$ cat config.mk
export PLATFORM = sky130hd
export DESIGN_NAME = i2s_clkgen
export DESIGN_NICKNAME = d
export VERILOG_FILES = /design/src/rtl/i2s_clkgen_pkg.sv /design/src/rtl/i2s_tick_div.sv /design/src/rtl/i2s_frame_seq.sv /design/src/rtl/i2s_cfg_regs.sv /design/src/rtl/i2s_clkgen.sv
export SDC_FILE = /design/constraint.sdc
export NUM_CORES = 1
export LEC_CHECK = 0
export BUFFER_PORTS_ARGS = -buffer_cell sky130_fd_sc_hd__buf_2
export CAP_MARGIN = 40
export CORE_ASPECT_RATIO = 0.7
export CORE_MARGIN = 2
export CORE_UTILIZATION = 59
export DETAILED_ROUTE_END_ITERATION = 8
export PLACE_DENSITY = 0.81
export REMOVE_ABC_BUFFERS = 1
export SLEW_MARGIN = 20
export SYNTH_ARGS = -nofsm -noshare
export SYNTH_HDL_FRONTEND = slang
export SYNTH_HIERARCHICAL = 1
export SYNTH_SLANG_ARGS = --single-unit
$ cat constraint.sdc
create_clock -name clk -period 5.4 [get_ports clk]
set_clock_uncertainty 0.05 [all_clocks]
set_input_delay 0.54 -clock clk [delete_from_list [all_inputs] [get_ports clk]]
set_output_delay 0.54 -clock clk [all_outputs]
set_load 0.005 [all_outputs]
$ cat src/rtl/i2s_clkgen_pkg.sv
package i2s_clkgen_pkg;
  localparam int ADDR_W = 8;
  localparam int DATA_W = 32;
  localparam int MDIV_W = 7;
  localparam int SDIV_W = 6;
  localparam int BPF_W  = 7;

  localparam logic [ADDR_W-1:0] A_STATUS = 8'h00;
  localparam logic [ADDR_W-1:0] A_FORMAT = 8'h10;
  localparam logic [ADDR_W-1:0] A_FCOUNT = 8'h40;
  localparam logic [ADDR_W-1:0] A_FMATCH = 8'h50;
  localparam logic [ADDR_W-1:0] A_WSIZE  = 8'h60;

  localparam int STAT_MATCH_BIT = 0;
  localparam int STAT_STOP_BIT  = 24;

  localparam logic [DATA_W-1:0] FORMAT_MASK = 32'hDFFF_0000;
  localparam logic [DATA_W-1:0] WSIZE_MASK  = 32'h0303_0303;

  localparam logic [2:0] FRAMING_32 = 3'b010;

  function automatic logic [MDIV_W-1:0] mclk_divisor(input logic [4:0] code);
    case (code)
      5'd14:   mclk_divisor = MDIV_W'(1);
      5'd13:   mclk_divisor = MDIV_W'(3);
      5'd12:   mclk_divisor = MDIV_W'(5);
      default: mclk_divisor = MDIV_W'({2'b00, code} + 7'd1) << 1;
    endcase
  endfunction

  function automatic logic [SDIV_W-1:0] sclk_divisor(input logic [3:0] code);
    case (code)
      4'd8:    sclk_divisor = SDIV_W'(1);
      4'd9:    sclk_divisor = SDIV_W'(3);
      default: sclk_divisor = SDIV_W'({2'b00, code} + 6'd1) << 1;
    endcase
  endfunction

  function automatic logic [BPF_W-1:0] bits_per_frame(input logic [2:0] framing);
    bits_per_frame = (framing == FRAMING_32) ? BPF_W'(32) : BPF_W'(64);
  endfunction
endpackage

$ cat src/rtl/i2s_tick_div.sv
module i2s_tick_div #(
  parameter int W = 7
) (
  input  logic         clk,
  input  logic         rst_n,
  input  logic         run,
  input  logic         tick_in,
  input  logic [W-1:0] divisor,
  output logic         tick_out
);
  logic [W-1:0] cnt_q, cnt_d;
  logic         at_last;

  assign at_last  = (cnt_q == divisor - W'(1));
  assign tick_out = run & tick_in & at_last;

  always_comb begin
    cnt_d = cnt_q;
    if (!run)
      cnt_d = '0;
    else if (tick_in)
      cnt_d = at_last ? '0 : cnt_q + W'(1);
  end

  always_ff @(posedge clk or negedge rst_n) begin
    if (!rst_n) cnt_q <= '0;
    else        cnt_q <= cnt_d;
  end
endmodule

$ cat src/rtl/i2s_frame_seq.sv
module i2s_frame_seq
  import i2s_clkgen_pkg::*;
#(
  parameter int CNT_W = 16
) (
  input  logic             clk,
  input  logic             rst_n,
  input  logic             run,
  input  logic             bit_tick,
  input  logic [BPF_W-1:0] bpf,
  input  logic             cnt_wr,
  input  logic [CNT_W-1:0] cnt_wdata,
  input  logic [CNT_W-1:0] match_val,
  output logic             lrclk,
  output logic             frame_end,
  output logic [CNT_W-1:0] frame_cnt,
  output logic             match_hit
);
  logic [BPF_W-1:0] bit_q, bit_d;
  logic [CNT_W-1:0] fcnt_q, fcnt_d;
  logic [CNT_W-1:0] fcnt_inc;

  assign frame_end = run & bit_tick & (bit_q == bpf - BPF_W'(1));
  assign lrclk     = (bit_q >= (bpf >> 1));
  assign fcnt_inc  = fcnt_q + CNT_W'(1);
  assign match_hit = frame_end & ~cnt_wr & (fcnt_inc == match_val);
  assign frame_cnt = fcnt_q;

  always_comb begin
    bit_d = bit_q;
    if (!run)
      bit_d = '0;
    else if (bit_tick)
      bit_d = frame_end ? '0 : bit_q + BPF_W'(1);
  end

  always_comb begin
    fcnt_d = fcnt_q;
    if (cnt_wr)
      fcnt_d = cnt_wdata;
    else if (frame_end)
      fcnt_d = fcnt_inc;
  end

  always_ff @(posedge clk or negedge rst_n) begin
    if (!rst_n) begin
      bit_q  <= '0;
      fcnt_q <= '0;
    end else begin
      bit_q  <= bit_d;
      fcnt_q <= fcnt_d;
    end
  end
endmodule

$ cat src/rtl/i2s_cfg_regs.sv
module i2s_cfg_regs
  import i2s_clkgen_pkg::*;
#(
  parameter int CNT_W = 16
) (
  input  logic              clk,
  input  logic              rst_n,
  input  logic              wr,
  input  logic [ADDR_W-1:0] addr,
  input  logic [DATA_W-1:0] wdata,
  input  logic              fmt_open,
  input  logic              stop_evt,
  input  logic              match_evt,
  input  logic [CNT_W-1:0]  frame_cnt,
  output logic [DATA_W-1:0] rdata,
  output logic [4:0]        mclk_code,
  output logic [3:0]        sclk_code,
  output logic              master,
  output logic [2:0]        framing,
  output logic [CNT_W-1:0]  match_val,
  output logic              fcnt_wr,
  output logic [CNT_W-1:0]  fcnt_wdata,
  output logic              stop_flag,
  output logic              match_flag
);
  logic [DATA_W-1:0] fmt_q, fmt_d;
  logic [DATA_W-1:0] wsz_q, wsz_d;
  logic [CNT_W-1:0]  mv_q, mv_d;
  logic              stop_q, stop_d;
  logic              mtch_q, mtch_d;
  logic              wr_stat;

  assign wr_stat    = wr & (addr == A_STATUS);
  assign fcnt_wr    = wr & (addr == A_FCOUNT);
  assign fcnt_wdata = wdata[CNT_W-1:0];

  always_comb begin
    fmt_d = fmt_q;
    if (wr && addr == A_FORMAT && fmt_open)
      fmt_d = wdata & FORMAT_MASK;
    wsz_d = wsz_q;
    if (wr && addr == A_WSIZE)
      wsz_d = wdata & WSIZE_MASK;
    mv_d = mv_q;
    if (wr && addr == A_FMATCH)
      mv_d = wdata[CNT_W-1:0];
    stop_d = stop_evt  | (stop_q & ~(wr_stat & wdata[STAT_STOP_BIT]));
    mtch_d = match_evt | (mtch_q & ~(wr_stat & wdata[STAT_MATCH_BIT]));
  end

  always_ff @(posedge clk or negedge rst_n) begin
    if (!rst_n) begin
      fmt_q  <= '0;
      wsz_q  <= '0;
      mv_q   <= '0;
      stop_q <= 1'b0;
      mtch_q <= 1'b0;
    end else begin
      fmt_q  <= fmt_d;
      wsz_q  <= wsz_d;
      mv_q   <= mv_d;
      stop_q <= stop_d;
      mtch_q <= mtch_d;
    end
  end

  always_comb begin
    rdata = '0;
    case (addr)
      A_STATUS: begin
        rdata[STAT_STOP_BIT]  = stop_q;
        rdata[STAT_MATCH_BIT] = mtch_q;
      end
      A_FORMAT: rdata = fmt_q;
      A_FCOUNT: rdata = DATA_W'(frame_cnt);
      A_FMATCH: rdata = DATA_W'(mv_q);
      A_WSIZE:  rdata = wsz_q;
      default:  rdata = '0;
    endcase
  end

  assign mclk_code  = fmt_q[28:24];
  assign sclk_code  = fmt_q[23:20];
  assign master     = fmt_q[19];
  assign framing    = fmt_q[18:16];
  assign match_val  = mv_q;
  assign stop_flag  = stop_q;
  assign match_flag = mtch_q;
endmodule

$ cat src/rtl/i2s_clkgen.sv
module i2s_clkgen
  import i2s_clkgen_pkg::*;
#(
  parameter int FCNT_W      = 16,
  parameter int SYNC_STAGES = 2
) (
  input  logic        clk,
  input  logic        rst_n,
  input  logic        clk_run,
  input  logic        reg_wr,
  input  logic [7:0]  reg_addr,
  input  logic [31:0] reg_wdata,
  output logic [31:0] reg_rdata,
  output logic        mclk_en,
  output logic        sclk_en,
  output logic        lrclk,
  output logic        port_drive,
  output logic        irq
);
  logic [SYNC_STAGES-1:0] sync_q;
  logic                   rst_sync_n;

  always_ff @(posedge clk or negedge rst_n) begin
    if (!rst_n) sync_q <= '0;
    else        sync_q <= {sync_q[SYNC_STAGES-2:0], 1'b1};
  end
  assign rst_sync_n = sync_q[SYNC_STAGES-1];

  logic              active_q, active_d;
  logic              stop_evt, fmt_open;
  logic [4:0]        mclk_code;
  logic [3:0]        sclk_code;
  logic              master;
  logic [2:0]        framing;
  logic [FCNT_W-1:0] match_val, frame_cnt, fcnt_wdata;
  logic              fcnt_wr, stop_flag, match_flag, match_hit;
  logic              mtick, stick, lr_int, frame_end;

  assign stop_evt = active_q & frame_end & ~clk_run;
  assign fmt_open = ~active_q & ~clk_run;

  always_comb begin
    active_d = active_q;
    if (active_q) begin
      if (stop_evt) active_d = 1'b0;
    end else if (clk_run) begin
      active_d = 1'b1;
    end
  end

  always_ff @(posedge clk or negedge rst_sync_n) begin
    if (!rst_sync_n) active_q <= 1'b0;
    else             active_q <= active_d;
  end

  i2s_cfg_regs #(.CNT_W(FCNT_W)) u_regs (
    .clk        (clk),
    .rst_n      (rst_sync_n),
    .wr         (reg_wr),
    .addr       (reg_addr),
    .wdata      (reg_wdata),
    .fmt_open   (fmt_open),
    .stop_evt   (stop_evt),
    .match_evt  (match_hit),
    .frame_cnt  (frame_cnt),
    .rdata      (reg_rdata),
    .mclk_code  (mclk_code),
    .sclk_code  (sclk_code),
    .master     (master),
    .framing    (framing),
    .match_val  (match_val),
    .fcnt_wr    (fcnt_wr),
    .fcnt_wdata (fcnt_wdata),
    .stop_flag  (stop_flag),
    .match_flag (match_flag)
  );

  i2s_tick_div #(.W(MDIV_W)) u_mdiv (
    .clk      (clk),
    .rst_n    (rst_sync_n),
    .run      (active_q),
    .tick_in  (1'b1),
    .divisor  (mclk_divisor(mclk_code)),
    .tick_out (mtick)
  );

  i2s_tick_div #(.W(SDIV_W)) u_sdiv (
    .clk      (clk),
    .rst_n    (rst_sync_n),
    .run      (active_q),
    .tick_in  (mtick),
    .divisor  (sclk_divisor(sclk_code)),
    .tick_out (stick)
  );

  i2s_frame_seq #(.CNT_W(FCNT_W)) u_frame (
    .clk       (clk),
    .rst_n     (rst_sync_n),
    .run       (active_q),
    .bit_tick  (stick),
    .bpf       (bits_per_frame(framing)),
    .cnt_wr    (fcnt_wr),
    .cnt_wdata (fcnt_wdata),
    .match_val (match_val),
    .lrclk     (lr_int),
    .frame_end (frame_end),
    .frame_cnt (frame_cnt),
    .match_hit (match_hit)
  );

  assign mclk_en    = mtick;
  assign port_drive = master;
  assign sclk_en    = master & stick;
  assign lrclk      = master & lr_int;
  assign irq        = stop_flag | match_flag;
endmodule

# Yosys cells after proc, flatten, opt, wreduce, memory -nomap -nowiden
# Index checks and enable logic that the tools add are counted.
word_totals:
  out_inout_bits: 37
  word_cells: 89
  regBits: 80
  input_bits: 44
classes:
  reduce_logical: 6
  n_mux: 20
  eq_ne: 16
  n_bitwise: 26
  n_addsub: 9
  magnitude_cmp: 1
ops:
  columns: ["cell", "n"]
  rows:
  - ["$pmux 23 s4", 1]
  - ["$mux 7", 6]
  - ["$mux 16", 2]
  - ["$eq 8x7->1 const B", 3]
  - ["$pmux 7 s3", 1]
  - ["$and 1x1->1", 18]
  - ["$mux 6", 3]
  - ["$add 16x1->16 const B", 1]
  - ["$eq 16x16->1", 1]
  - ["$eq 5x4->1 const B", 3]
  - ["$add 7x1->7 const B", 2]
  - ["$eq 7x7->1", 2]
  - ["$pmux 7 s2", 1]
  - ["$sub 7x1->7 const B", 2]
  - ["$pmux 6 s2", 1]
  - ["$eq 4x4->1 const B", 2]
  - ["$eq 8x5->1 const B", 1]
  - ["$logic_not 8->1", 1]
  - ["$ge 7x6->1", 1]
  - ["$add 5x1->6 const B", 1]
  - ["$add 6x1->6 const B", 1]
  - ["$eq 6x6->1", 1]
  - ["$sub 6x1->6 const B", 1]
  - ["$add 4x1->5 const B", 1]
  - ["9 further kinds", 21]

# Longest topological paths before layout
# Gate-level depths: netlist (run 1).
logic_depth:
  ltp_word: 13
  mapped_depth: 25
  ltp_nobuf: 20

# Modules after synthesis
# The synthesis (run 1) kept the hierarchy.
modules_own_cells:
  columns: ["mod", "n_inst", "cells_each", "seq_area_each_um2", "area_per_inst_um2"]
  rows:
  - ["i2s_cfg_regs", 1, 180, 1026.0, 2249.7]
  - ["i2s_frame_seq", 1, 275, 575.6, 2203.4]
  - ["i2s_tick_div at u_mdiv", 1, 83, 175.2, 718.2]
  - ["i2s_tick_div at u_sdiv", 1, 64, 150.1, 546.8]
  - ["i2s_clkgen", 1, 53, 75.1, 422.9]

# Worst setup path after synthesis (run 1)
# OpenSTA, ideal clock, no wires.
synth_path:
  path_kind: "reg-to-reg"
  from: "register u_regs.fmt_q[24]"
  to: "register u_frame.fcnt_q[11] (netlist: u_frame/frame_cnt[11])"
  setup_ps: 82
  stages_incl_launch_ff: 23
  path_slack_ps: 539
  synth_period_minus_slack_ps: 4861
  arrival_time_ps: 4729
  required_ps: 5268
  n_path_buf: 4
  path_cell_list: "dfrtp_1 > buf_4 > inv_1 > ha_1 > nor3_2 > nor3_4 > o2bb2ai_1 > inv_1 > ha_1 > o21a_1 > o211ai_4 > a32oi_4 > nor4_2 > and3_1 > clkbuf_1 > clkbuf_1 > and4_1 > nand2_1 > a41oi_1 > nand3_2 > buf_2 > or4_1 > a31oi_1"
synth_via:
  elab_chain_len: 10
  word_cells_on_any_way: 13
  classes_between: "add/sub (2); eq/ne (4); mux (1); bitwise (5); reduce/logical (1)"
synth_lines:
  columns: ["item", "line_no", "source"]
  rows:
  - ["start: declaration", "i2s_cfg_regs.sv:26", "logic [DATA_W-1:0] fmt_q, fmt_d;"]
  - ["start signal: assignment", "i2s_cfg_regs.sv:59", "fmt_q <= fmt_d;"]
  - ["$add 5x1->6 or $eq 5x4->1 (tied branches)", "i2s_clkgen_pkg.sv:27, i2s_clkgen_pkg.sv:23", null]
  - ["$pmux 7 s3 (*)", "i2s_clkgen_pkg.sv:23", "case (code)"]
  - ["$sub 7x1->7 (*)", "i2s_tick_div.sv:14", "assign at_last = (cnt_q == divisor - W'(1));"]
  - ["$eq 7x7->1 (*)", "i2s_tick_div.sv:14", null]
  - ["$and 1x1->1 (*)", "i2s_tick_div.sv:15", "assign tick_out = run & tick_in & at_last;"]
  - ["net mclk_en", "i2s_clkgen.sv:14", "output logic mclk_en,"]
  - ["$and 1x1->1 (*) (2 in series)", "i2s_tick_div.sv:15", null]
  - ["net stick", "i2s_clkgen.sv:37", "logic mtick, stick, lr_int, frame_end;"]
  - ["$and 1x1->1 (*) (2 in series)", "i2s_frame_seq.sv:23", "assign frame_end = run & bit_tick & (bit_q == bpf - BPF_W'(1));"]
  - ["$reduce_bool 2->1 (no line) (*)", null, null]
  - ["end signal: assignment", "i2s_frame_seq.sv:51", "fcnt_q <= fcnt_d;"]
  - ["end: declaration", "i2s_frame_seq.sv:20", "logic [CNT_W-1:0] fcnt_q, fcnt_d;"]
# The timed path passes the listed nets; every way through them passes the cells marked *.
# A chain may end at the register's enable or synchronous reset.

# Worst setup path in the final report (run 1)
layout_path:
  from: "register u_regs.fmt_q[24]"
  to: "register u_frame.fcnt_q[11] (netlist: u_frame/frame_cnt[11])"
layout_via:
  elab_chain_len: 10
  word_cells_on_any_way: 13
  classes_between: "add/sub (2); eq/ne (4); mux (1); bitwise (5); reduce/logical (1)"
layout_lines:
  columns: ["item", "line_no"]
  rows:
  - ["$add 5x1->6 or $eq 5x4->1 (tied branches)", "i2s_clkgen_pkg.sv:27, i2s_clkgen_pkg.sv:23"]
  - ["$pmux 7 s3 (*)", "i2s_clkgen_pkg.sv:23"]
  - ["$sub 7x1->7 (*)", "i2s_tick_div.sv:14"]
  - ["$eq 7x7->1 (*)", "i2s_tick_div.sv:14"]
  - ["$and 1x1->1 (*) (3 in series)", "i2s_tick_div.sv:15"]
  - ["net stick", "i2s_clkgen.sv:37"]
  - ["$and 1x1->1 (*) (2 in series)", "i2s_frame_seq.sv:23"]
  - ["$reduce_bool 2->1 (no line) (*)", null]
# Marks and branches as above.

==> key figures, run 1 <==
Synth
  • Multiplexer share of the synthesized area: a little under a tenth
  • Part of the Yosys area used for sequential elements: about a third
  • Total of warnings raised by yosys: 6
  • Synth Cell Area: slightly above 6000 um2
  • Simple-gate share of the synthesized area: around 22%
  • Gate count of the mapped netlist: 655
  • Number of register bits inferred by synthesis: 80
  • Most used flip-flop cell after synthesis: sky130_fd_sc_hd__dfrtp_1
  • Post-Synth Adder-Cell Area: under 10%
  • Synthesized area per cell: 9.38 um2
  • Share of synthesized flip-flops with an asynchronous set or reset: between 90% and 100%
  • Library cells used by synthesis: 82
  • Number of enable-type register cells in the synthesized netlist: 0
  • Xor/xnor cell area share of the yosys netlist: 7.64%
  • Compound-gate portion of the synthesized area: between 15 and 20%
  • Combinational family with the most area after synthesis: simple AND/OR/NAND/NOR gates

Pwr
  • Leakage component of the power: 3.29 nW
  • PwrDens: 234 nW/um2
  • Maximum vdd drop: 0.000190 V

GRT
  • Via count of the first global-routing pass: slightly above 5k
  • Antenna violations before repair: 0
  • Gr ovfl total: 0
  • Total routing usage reported by global routing: 27.3%
  • Largest net degree at the start of global routing: 57
  • First-pass GRT wire length: about 25000 um

Route
  • DRT iter0 DRCs: 473
  • Number of nets still failing antenna checks after routing: 0
  • Total wire length after detailed routing: 15300 um
  • Number of iterations in the first detailed-routing pass: 6
  • Average detailed-routed wire length per instance: roughly 18 um
  • Number of remaining DRC errors: 0
  • Via total after detailed routing: 5317
  • Number of vias per cell: slightly above 6

Final layout
  • Storage element area: 2010 um2
  • Leading cell type in the layout, fill and taps excluded: sky130_fd_sc_hd__dfrtp_1
  • Fill cells: around 810
  • Inserted Diodes: 0
  • Area occupied by multi-input gates: between 3000 and 4000 um2
  • Final-stage net count: 785
  • Layout cell share with drive strength beyond 1: between 20% and 30%
  • Area Growth Syn to Fin: 11.4%
  • Top library cells by usage in the layout, fill and taps aside: 79 x sky130_fd_sc_hd__dfrtp_1, 78 x sky130_fd_sc_hd__buf_2, 41 x sky130_fd_sc_hd__nand2_1

Worst setup path
  • Critical setup path kind: reg2reg
  • Category of the worst setup path launch point: flip-flop
  • Setup crit end kind: flip-flop
  • Arrival @ worst endpoint: 5.13 ns
  • CP max FO: 20
  • WP data required: around 5.6 ns

Run
  • Max_cap viols: 0

STA
  • Final min period: ~5 ns
  • Number of hold violations in the final report: 0
  • Maximum clock rate: roughly 0.20 GHz
  • Worst-Margin Slew: 0.669 ns
  • Min Hold Slack: roughly 0.18 ns
  • Final count of negative-setup-slack endpoints: 0
  • Unrepaired setup endpoints after global routing: no
  • Normalized max-slew margin: 55.4%
  • Slew Limit Fails: 0
  • Final clock period utilization by the worst path: between 90% and 100%
  • Setup tns final: 0 ns

Die
  • Total Die Area: roughly 11000 um2
  • Die span in x: between 100 and 150 um
  • I/O pin total: between 80 and 90
  • Core footprint: between 10000 and 15000 um2
  • Rows: 31
  • Initial core utilization: between 50% and 60%
  • Die height: approximately 90 um

CTS
  • CTS Buf Count: 9
  • Buffer count from post-CTS setup fixing: 0
  • Clock latency at the later pin of the worst-skew pair: roughly 0.34 ns
  • Clock tree from TritonCTS: built
  • Maximum level of the CTS H-tree: 3
  • Register clock-pin slew on the reported worst setup and hold paths: roughly 0.060 ns
  • Clock Root Buffer: sky130_fd_sc_hd__clkbuf_16
  • Maximum buffer depth of the clock tree: 2
  • Number of sinks handled by clock tree synthesis: 80

Place
  • Count of input and output buffers: 78
  • HPWL after detailed placement: ~11000 um
  • Final GP Congestion: 0.930

Run status
  • Outcome: completed

Hold path
  • Worst hold-check path type: reg2async
[per-stage QoR]
stage	total power, mW	std cells	worst slack, ns	util [%]	cell area [um2]
after detailed placement	1.04	841	0.271	63.8	6540
after global routing	1.69	858	0.111	66.8	6840
after global placement	1.02	839	0.476	63.5	6500
after CTS	1.61	858	0.209	66.6	6820
final	1.60	858	0.470	66.8	6840
after floorplan	0.937	622	0.627	-	5870
[critical path, stage by stage, from the launching register on]
cell and delay (ns):
sky130_fd_sc_hd__dfrtp_1 0.48, sky130_fd_sc_hd__inv_1 0.12, sky130_fd_sc_hd__ha_1 0.25, sky130_fd_sc_hd__nor3_2 0.27, sky130_fd_sc_hd__nor3_4 0.13, sky130_fd_sc_hd__o2bb2ai_2 0.29, sky130_fd_sc_hd__inv_1 0.08, sky130_fd_sc_hd__ha_1 0.26
sky130_fd_sc_hd__o21a_1 0.16, sky130_fd_sc_hd__o211ai_4 0.20, sky130_fd_sc_hd__a32oi_4 0.15, sky130_fd_sc_hd__nor4_2 0.32, sky130_fd_sc_hd__and3_1 0.21, sky130_fd_sc_hd__and4_1 0.27, sky130_fd_sc_hd__nand2_1 0.17, sky130_fd_sc_hd__a41oi_2 0.36
sky130_fd_sc_hd__nand3_4 0.27, sky130_fd_sc_hd__or4_1 0.58, sky130_fd_sc_hd__a31oi_1 0.20
[cell usage after synthesis (12+ instances only)]
library cell	n	share of area, %
sky130_fd_sc_hd__nand4_1	20	2.0
sky130_fd_sc_hd__nor3_1	19	1.5
sky130_fd_sc_hd__a31oi_1	18	1.8
sky130_fd_sc_hd__ha_1	20	4.1
sky130_fd_sc_hd__mux2_2	30	5.5
sky130_fd_sc_hd__o21ai_0	21	1.7
sky130_fd_sc_hd__clkbuf_1	17	1.0
sky130_fd_sc_hd__a22o_1	12	1.7
sky130_fd_sc_hd__xor2_1	25	3.6
sky130_fd_sc_hd__nor2_1	37	2.3
sky130_fd_sc_hd__nand3_1	24	2.0
sky130_fd_sc_hd__nand2_1	41	2.5
sky130_fd_sc_hd__dfrtp_1	80	33
sky130_fd_sc_hd__and3_1	23	2.3
sky130_fd_sc_hd__xnor2_1	26	3.7
sky130_fd_sc_hd__buf_4	29	3.5
sky130_fd_sc_hd__inv_1	30	1.8
[where the power goes]
group          internal [mW]  leakage [nW]  switching, mW  total, mW
logic                  0.147          2.08          0.170      0.318
registers              0.645          1.08         0.0767      0.722
clock network          0.322         0.128          0.240      0.562
[sequential cells by signal, indices dropped and copies added, names as in the netlist]
name               flops
u_regs/fmt_q          15
active_q               1
u_frame/frame_cnt     16
u_mdiv/cnt_q           7
u_frame/bit_q          7
u_regs/match_flag      1
u_regs/wsz_q           8
sync_q                 2
u_regs/stop_flag       1
u_sdiv/cnt_q           6
u_regs/match_val      16
[layout make-up]
cell class | count | share of cell area [%]
tap | 132 | 2.41
clock inverter | 5 | 0.475
sequential | 80 | 29.3
timing repair buffer | 88 | 7.13
multi-input combinational | 511 | 55.4
clock buffer | 11 | 3.55
inverter | 31 | 1.70
[final timing paths]
path                            slack, ns                         start                                end  depth (start not counted)
worst max-delay path                 0.47  u_regs/fmt_q[24]$_DFFE_PN0P_  u_frame/frame_cnt[11]$_DFFE_PN0P_                         18
worst min-delay path                 0.18           sync_q[1]$_DFF_PN0_    u_regs/match_val[3]$_DFFE_PN0P_                          0
worst max register to register       0.47  u_regs/fmt_q[24]$_DFFE_PN0P_  u_frame/frame_cnt[11]$_DFFE_PN0P_                         18
worst min register to register       0.18           sync_q[1]$_DFF_PN0_    u_regs/match_val[3]$_DFFE_PN0P_                          0
max in group asynchronous            4.51           sync_q[1]$_DFF_PN0_       u_regs/fmt_q[17]$_DFFE_PN0P_                          1
min in group clk                     0.30           sync_q[0]$_DFF_PN0_                sync_q[1]$_DFF_PN0_                          0
[kinds of logic (layout without fill, tap and decap cells)]
| group | after synthesis | after routing |
|---|---|---|
| AO/OA/AOI/OAI | 128 | 128 |
| XOR/XNOR | 52 | 52 |
| adder cells (fa/ha/maj) | 20 | 20 |
| buffers and inverters | 89 | 135 |
| flip-flops | 80 | 80 |
| multiplexers | 47 | 47 |
| other | 3 | 28 |
| AND/OR/NAND/NOR | 236 | 236 |
[layer usage]
metal  share of wire [%]  global-route usage, %  vias to the layer above
met2                  45                   43.2                      231
met3                 7.4                   5.39                       22
met1                  46                   39.2                     2569
met5                   0                      0                        -
met4                 1.0                   6.39                        0
li1                    -                      -                     2495
[what timing repair did]
| item | CTS | global route |
|---|---|---|
| hold buffers | 1 | 0 |
| resized for setup | 0 | 3 |
| endpoints found under the setup margin | 0 | 8 |
| endpoints found under the hold margin | 2 | 0 |
Power figures use the tool's default switching activity.
==> run 2, diff against run 1 <==
--- a/config.mk
+++ b/config.mk
@@ -5,12 +5,12 @@
 export SDC_FILE = /design/constraint.sdc
 export NUM_CORES = 1
 export LEC_CHECK = 0
-export BUFFER_PORTS_ARGS = -buffer_cell sky130_fd_sc_hd__buf_2
 export CAP_MARGIN = 40
 export CORE_ASPECT_RATIO = 0.7
 export CORE_MARGIN = 2
-export CORE_UTILIZATION = 59
+export CORE_UTILIZATION = 65
 export DETAILED_ROUTE_END_ITERATION = 8
+export DONT_BUFFER_PORTS = 1
 export PLACE_DENSITY = 0.81
 export REMOVE_ABC_BUFFERS = 1
 export SLEW_MARGIN = 20
==> key figures, run 2 (same netlist as run 1, synthesis figures left out) <==
Die
  • Initial core utilization: 67.4% (was 60.0%)
  • Core footprint: 9110 um2 (was 10200 um2)
  • Rows: 29 (was 31)
  • Total Die Area: 10300 um2 (was 11300 um2)
  • Die span in x: 120 um (was 126 um)
  • I/O pin total: 81 (unchanged)
  • Die height: 85.3 um (was 89.4 um)

GRT
  • Gr ovfl total: 0 (unchanged)
  • First-pass GRT wire length: 24900 um (was 24800 um)
  • Total routing usage reported by global routing: 30.7% (was 27.3%)
  • Via count of the first global-routing pass: 4843 (was 5055)
  • Largest net degree at the start of global routing: 58 (was 57)
  • Antenna violations before repair: 0 (unchanged)

STA
  • Number of hold violations in the final report: 0 (unchanged)
  • Unrepaired setup endpoints after global routing: no (unchanged)
  • Final min period: 4.99 ns (was 4.93 ns)
  • Min Hold Slack: 0.175 ns (was 0.185 ns)
  • Normalized max-slew margin: 55.6% (was 55.4%)
  • Final count of negative-setup-slack endpoints: 0 (unchanged)
  • Maximum clock rate: 0.200 GHz (was 0.203 GHz)
  • Worst-Margin Slew: 0.649 ns (was 0.669 ns)
  • Slew Limit Fails: 0 (unchanged)
  • Final clock period utilization by the worst path: 92.5% (was 91.3%)
  • Setup tns final: 0 ns (unchanged)

Place
  • Number of cells after detailed placement: 756 (was 841)
  • Final GP Congestion: 0.940 (was 0.930)
  • Count of input and output buffers: 0 (was 78)
  • HPWL after detailed placement: 11200 um (about the same)

Final layout
  • Area occupied by multi-input gates: 3790 um2 (about the same)
  • Storage element area: 2010 um2 (unchanged)
  • Top library cells by usage in the layout, fill and taps aside: 79 x sky130_fd_sc_hd__dfrtp_1, 41 x sky130_fd_sc_hd__nand2_1, 37 x sky130_fd_sc_hd__nor2_1 (was 79 x sky130_fd_sc_hd__dfrtp_1, 78 x sky130_fd_sc_hd__buf_2, 41 x sky130_fd_sc_hd__nand2_1)
  • Inserted Diodes: 0 (unchanged)
  • Fill cells: 686 (was 809)
  • Leading cell type in the layout, fill and taps excluded: sky130_fd_sc_hd__dfrtp_1 (unchanged)
  • Final-stage net count: 709 (was 785)
  • Number of standard cells in the layout, taps in and fillers out: 774 (was 858)
  • Area Growth Syn to Fin: 6.17% (was 11.4%)
  • Layout cell share with drive strength beyond 1: 15.4% (was 24.1%)

CTS
  • Register clock-pin slew on the reported worst setup and hold paths: 0.06 ns (about the same)
  • Number of sinks handled by clock tree synthesis: 80 (unchanged)
  • Clock latency at the later pin of the worst-skew pair: 0.35 ns (was 0.34 ns)
  • Clock Root Buffer: sky130_fd_sc_hd__clkbuf_16 (unchanged)
  • Clock tree from TritonCTS: built (unchanged)
  • Maximum level of the CTS H-tree: 3 (unchanged)
  • Maximum buffer depth of the clock tree: 2 (unchanged)
  • CTS Buf Count: 9 (unchanged)

Worst setup path
  • Critical setup path kind: reg2reg (unchanged)
  • Arrival @ worst endpoint: 5.21 ns (was 5.13 ns)
  • Slowest library cell on the worst path: sky130_fd_sc_hd__or4_1 (unchanged)
  • Cells along the critical path: inv_1, ha_1, nor3_2, nor3_4, o2bb2ai_2, inv_1, ha_1, o21a_1, o211ai_4, a32oi_4, nor4_2, and3_1, and4_1, nand2_1, a41oi_1, nand3_4, or4_1, a31oi_1 (was inv_1, ha_1, nor3_2, nor3_4, o2bb2ai_2, inv_1, ha_1, o21a_1, o211ai_4, a32oi_4, nor4_2, and3_1, and4_1, nand2_1, a41oi_2, nand3_4, or4_1, a31oi_1)
  • Largest stage delay, worst path: 0.57 ns (was 0.58 ns)
  • WP data required: 5.61 ns (was 5.60 ns)
  • Category of the worst setup path launch point: flip-flop (unchanged)
  • Setup crit end kind: flip-flop (unchanged)
  • CP max FO: 16 (was 20)

Run status
  • Outcome: completed (unchanged)

Pwr
  • PwrDens: 262 nW/um2 (was 234 nW/um2)
  • Maximum vdd drop: 0.000179 V (was 0.000190 V)
  • Leakage component of the power: 2.97 nW (was 3.29 nW)

Route
  • Via total after detailed routing: 5115 (was 5317)
  • Number of remaining DRC errors: 0 (unchanged)
  • Number of iterations in the first detailed-routing pass: 5 (was 6)
  • Number of nets still failing antenna checks after routing: 0 (unchanged)
  • DRT iter0 DRCs: 440 (was 473)
  • Number of vias per cell: 6.61 (was 6.20)
  • Total wire length after detailed routing: 15400 um (was 15300 um)
  • Average detailed-routed wire length per instance: 19.9 um (was 17.8 um)

Hold path
  • Worst hold-check path type: reg2async (unchanged)

Run
  • Max_cap viols: 0 (unchanged)
==> run 2: critical path, delay by kind of cell, from the launching register on <==
kind	cells	cell delay, ns
buf+inv	2	0.21
fa+ha+maj	2	0.53
flops	1	0.47
simple gates	8	2.20
compound gates	6	1.42
==> run 2: per-stage QoR <==
stage / cell area (um2) / worst slack [ns] / total power, mW / util [%]
floorplan: 5870 / 0.627 / 0.937 / -
global placement: 6110 / 0.552 / 0.990 / 67.1
detailed placement: 6150 / 0.355 / 1.01 / 67.5
CTS: 6500 / 0.202 / 1.71 / 71.4
global route: 6520 / 0.0711 / 1.78 / 71.6
finish: 6520 / 0.407 / 1.71 / 71.6
==> run 2: worst paths after layout <==
kind,startpoint,to,slack (ns),cells past startpoint
setup / recovery,u_regs/fmt_q[24]$_DFFE_PN0P_,u_frame/frame_cnt[10]$_DFFE_PN0P_,0.41,18
hold / removal,sync_q[1]$_DFF_PN0_,u_regs/match_val[3]$_DFFE_PN0P_,0.17,0
setup reg to reg,u_regs/fmt_q[24]$_DFFE_PN0P_,u_frame/frame_cnt[10]$_DFFE_PN0P_,0.41,18
hold reg to reg,sync_q[1]$_DFF_PN0_,u_regs/match_val[3]$_DFFE_PN0P_,0.17,0
max in group asynchronous,sync_q[1]$_DFF_PN0_,u_frame/frame_cnt[10]$_DFFE_PN0P_,4.54,1
min in group clk,clk_run,active_q$_DFF_PN0_,0.23,1
==> run 2: layout make-up <==
class / count / area share (%)
inverter: 31 / 1.78
clock buffer: 11 / 3.88
tap: 124 / 2.38
sequential: 80 / 30.8
multi-input combinational: 511 / 58.1
timing repair buffer: 12 / 1.73
clock inverter: 5 / 1.34
==> run 2: layer usage <==
| layer | wire (um) | up-vias | track usage [%] |
|---|---|---|---|
| li1 | - | 2343 | - |
| met3 | 1230 | 20 | 7.19 |
| met4 | 201 | 0 | 8.56 |
| met1 | 6970 | 2531 | 44.1 |
| met2 | 6970 | 221 | 46.8 |
| met5 | 0 | - | 0 |
==> run 2: what timing repair did <==
action                                 CTS  global route
endpoints found under the hold margin    2             0
gates resized for setup                  0             2
hold buffers                             1             0
setup endpoints to repair                0            10
setup buffers                            0             1
==> run 2: report_power, final <==
group          internal, mW  switching (mW)  total (mW)  leakage (nW)
Sequential            0.645          0.0766       0.722          1.08
Combinational         0.136           0.157       0.292          1.72
Clock                 0.434           0.261       0.695         0.164
Total                  1.22           0.494        1.71          2.97
==> run 3, diff against run 2 <==
--- a/config.mk
+++ b/config.mk
@@ -8,10 +8,9 @@
 export CAP_MARGIN = 40
 export CORE_ASPECT_RATIO = 0.7
 export CORE_MARGIN = 2
-export CORE_UTILIZATION = 65
+export CORE_UTILIZATION = 35
 export DETAILED_ROUTE_END_ITERATION = 8
 export DONT_BUFFER_PORTS = 1
-export PLACE_DENSITY = 0.81
 export REMOVE_ABC_BUFFERS = 1
 export SLEW_MARGIN = 20
 export SYNTH_ARGS = -nofsm -noshare
==> key figures, run 3 (same netlist as run 1, synthesis figures left out) <==
Die
  • Rows: 40 (was 29)
  • I/O pin total: 81 (unchanged)
  • Total Die Area: 18600 um2 (was 10300 um2)
  • Die height: 115 um (was 85.3 um)
  • Die span in x: 162 um (was 120 um)
  • Initial core utilization: 35.8% (was 67.4%)
  • Core footprint: 17200 um2 (was 9110 um2)

STA
  • Slew Limit Fails: 0 (unchanged)
  • Maximum clock rate: 0.201 GHz (was 0.200 GHz)
  • Number of hold violations in the final report: 0 (unchanged)
  • Unrepaired setup endpoints after global routing: no (unchanged)
  • Setup tns final: 0 ns (unchanged)
  • Final clock period utilization by the worst path: 92.1% (was 92.5%)
  • Normalized max-slew margin: 42.0% (was 55.6%)
  • Final min period: 4.97 ns (was 4.99 ns)
  • Worst-Margin Slew: 0.861 ns (was 0.649 ns)
  • Min Hold Slack: 0.208 ns (was 0.175 ns)
  • Final count of negative-setup-slack endpoints: 0 (unchanged)

Route
  • Number of vias per cell: 5.67 (was 6.61)
  • Number of iterations in the first detailed-routing pass: 7 (was 5)
  • Number of nets still failing antenna checks after routing: 0 (unchanged)
  • DRT iter0 DRCs: 539 (was 440)
  • Via total after detailed routing: 4986 (was 5115)
  • Total wire length after detailed routing: 15700 um (was 15400 um)
  • Number of remaining DRC errors: 0 (unchanged)
  • Average detailed-routed wire length per instance: 17.8 um (was 19.9 um)

CTS
  • Maximum level of the CTS H-tree: 3 (unchanged)
  • CTS Buf Count: 9 (unchanged)
  • Clock tree from TritonCTS: built (unchanged)
  • Number of sinks handled by clock tree synthesis: 80 (unchanged)
  • Maximum buffer depth of the clock tree: 2 (unchanged)
  • Register clock-pin slew on the reported worst setup and hold paths: 0.06 ns (about the same)
  • Clock latency at the later pin of the worst-skew pair: 0.35 ns (about the same)
  • Clock Root Buffer: sky130_fd_sc_hd__clkbuf_16 (unchanged)

Worst setup path
  • Category of the worst setup path launch point: flip-flop (unchanged)
  • CP max FO: 20 (was 16)
  • Critical setup path kind: reg2reg (unchanged)
  • WP data required: 5.61 ns (about the same)
  • Arrival @ worst endpoint: 5.19 ns (was 5.21 ns)
  • Setup crit end kind: flip-flop (unchanged)

GRT
  • Largest net degree at the start of global routing: 53 (was 58)
  • Via count of the first global-routing pass: 4733 (was 4843)
  • Antenna violations before repair: 0 (unchanged)
  • First-pass GRT wire length: 25100 um (was 24900 um)
  • Gr ovfl total: 0 (unchanged)
  • Total routing usage reported by global routing: 16.9% (was 30.7%)

Final layout
  • Layout cell share with drive strength beyond 1: 15.1% (was 15.4%)
  • Area occupied by multi-input gates: 3800 um2 (was 3790 um2)
  • Inserted Diodes: 0 (unchanged)
  • Leading cell type in the layout, fill and taps excluded: sky130_fd_sc_hd__dfrtp_1 (unchanged)
  • Final-stage net count: 708 (was 709)
  • Storage element area: 2010 um2 (unchanged)
  • Fin util: 38.5% (was 71.6%)
  • Area Growth Syn to Fin: 7.64% (was 6.17%)
  • Top library cells by usage in the layout, fill and taps aside: 79 x sky130_fd_sc_hd__dfrtp_1, 41 x sky130_fd_sc_hd__nand2_1, 37 x sky130_fd_sc_hd__nor2_1 (unchanged)
  • Fill cells: 1664 (was 686)

Run
  • Max_cap viols: 0 (unchanged)

Pwr
  • Leakage component of the power: 2.94 nW (was 2.97 nW)
  • Maximum vdd drop: 0.000159 V (was 0.000179 V)
  • Final Power: 1.63 mW (was 1.71 mW)
  • PwrDens: 247 nW/um2 (was 262 nW/um2)

Place
  • Final GP Congestion: 0.914 (was 0.940)
  • HPWL after detailed placement: 11500 um (was 11200 um)
  • Count of input and output buffers: 0 (unchanged)

Run status
  • Outcome: completed (unchanged)

Hold path
  • Worst hold-check path type: reg2async (unchanged)
[run 3: layout make-up]
class                   instances  area share [%]
inverters                      31            1.76
well taps                     231            4.37
flip-flops and latches         80            30.3
clock inverters                 5           0.871
repair buffers                 11            1.59
clock buffers                  11            3.52
multi-input cells             511            57.5
[run 3: worst paths after layout]
path / start / to / slack [ns] / depth (start not counted)
setup / recovery: u_regs/fmt_q[24]$_DFFE_PN0P_ / u_frame/frame_cnt[7]$_DFFE_PN0P_ / 0.43 / 18
setup reg to reg: u_regs/fmt_q[24]$_DFFE_PN0P_ / u_frame/frame_cnt[7]$_DFFE_PN0P_ / 0.43 / 18
max in group asynchronous: sync_q[1]$_DFF_PN0_ / u_regs/match_val[10]$_DFFE_PN0P_ / 4.50 / 1
min in group clk: clk_run / active_q$_DFF_PN0_ / 0.25 / 1
hold / removal: sync_q[1]$_DFF_PN0_ / u_regs/match_val[3]$_DFFE_PN0P_ / 0.21 / 0
hold reg to reg: sync_q[1]$_DFF_PN0_ / u_regs/match_val[3]$_DFFE_PN0P_ / 0.21 / 0
[run 3: where the power goes]
part           internal (mW)  switching [mW]  total [mW]
Combinational          0.135           0.155       0.291
Sequential             0.645          0.0789       0.724
Clock                  0.358           0.258       0.616
[run 3: per-layer routing]
metal  GRT usage [%]  vias up  wire [um]
met1            23.8     2447       7510
met4            4.48        0        257
met5               0        -          0
met2            25.8      180       6880
li1                -     2339          -
met3            4.51       20       1020
[run 3: worst max-delay path, cell delays in order, from the launching register on]
cell and delay [ns]:
sky130_fd_sc_hd__dfrtp_1 0.45, sky130_fd_sc_hd__inv_1 0.12, sky130_fd_sc_hd__ha_1 0.26, sky130_fd_sc_hd__nor3_2 0.29
sky130_fd_sc_hd__nor3_4 0.10, sky130_fd_sc_hd__o2bb2ai_2 0.28, sky130_fd_sc_hd__inv_1 0.07, sky130_fd_sc_hd__ha_1 0.26
sky130_fd_sc_hd__o21a_1 0.17, sky130_fd_sc_hd__o211ai_4 0.20, sky130_fd_sc_hd__a32oi_4 0.16, sky130_fd_sc_hd__nor4_2 0.39
sky130_fd_sc_hd__and3_1 0.25, sky130_fd_sc_hd__and4_1 0.27, sky130_fd_sc_hd__nand2_1 0.17, sky130_fd_sc_hd__a41oi_2 0.33
sky130_fd_sc_hd__nand3_4 0.27, sky130_fd_sc_hd__or4_1 0.60, sky130_fd_sc_hd__a31oi_1 0.18
[run 3: repair_timing]
action	4_1_cts	5_1_grt
resized for setup	0	3
hold buffers	1	0
endpoints found under the setup margin	0	13
hold endpoints to repair	2	0
setup buffers	0	3
[run 3: stage by stage]
stage / cell area [um2] / cells / setup slack [ns]
floorplan: 5870 / 622 / 0.627
global placement: 6230 / 859 / 0.326
detailed placement: 6270 / 860 / 0.107
CTS: 6570 / 877 / 0.0676
global route: 6610 / 880 / 0.0103
finish: 6610 / 880 / 0.428
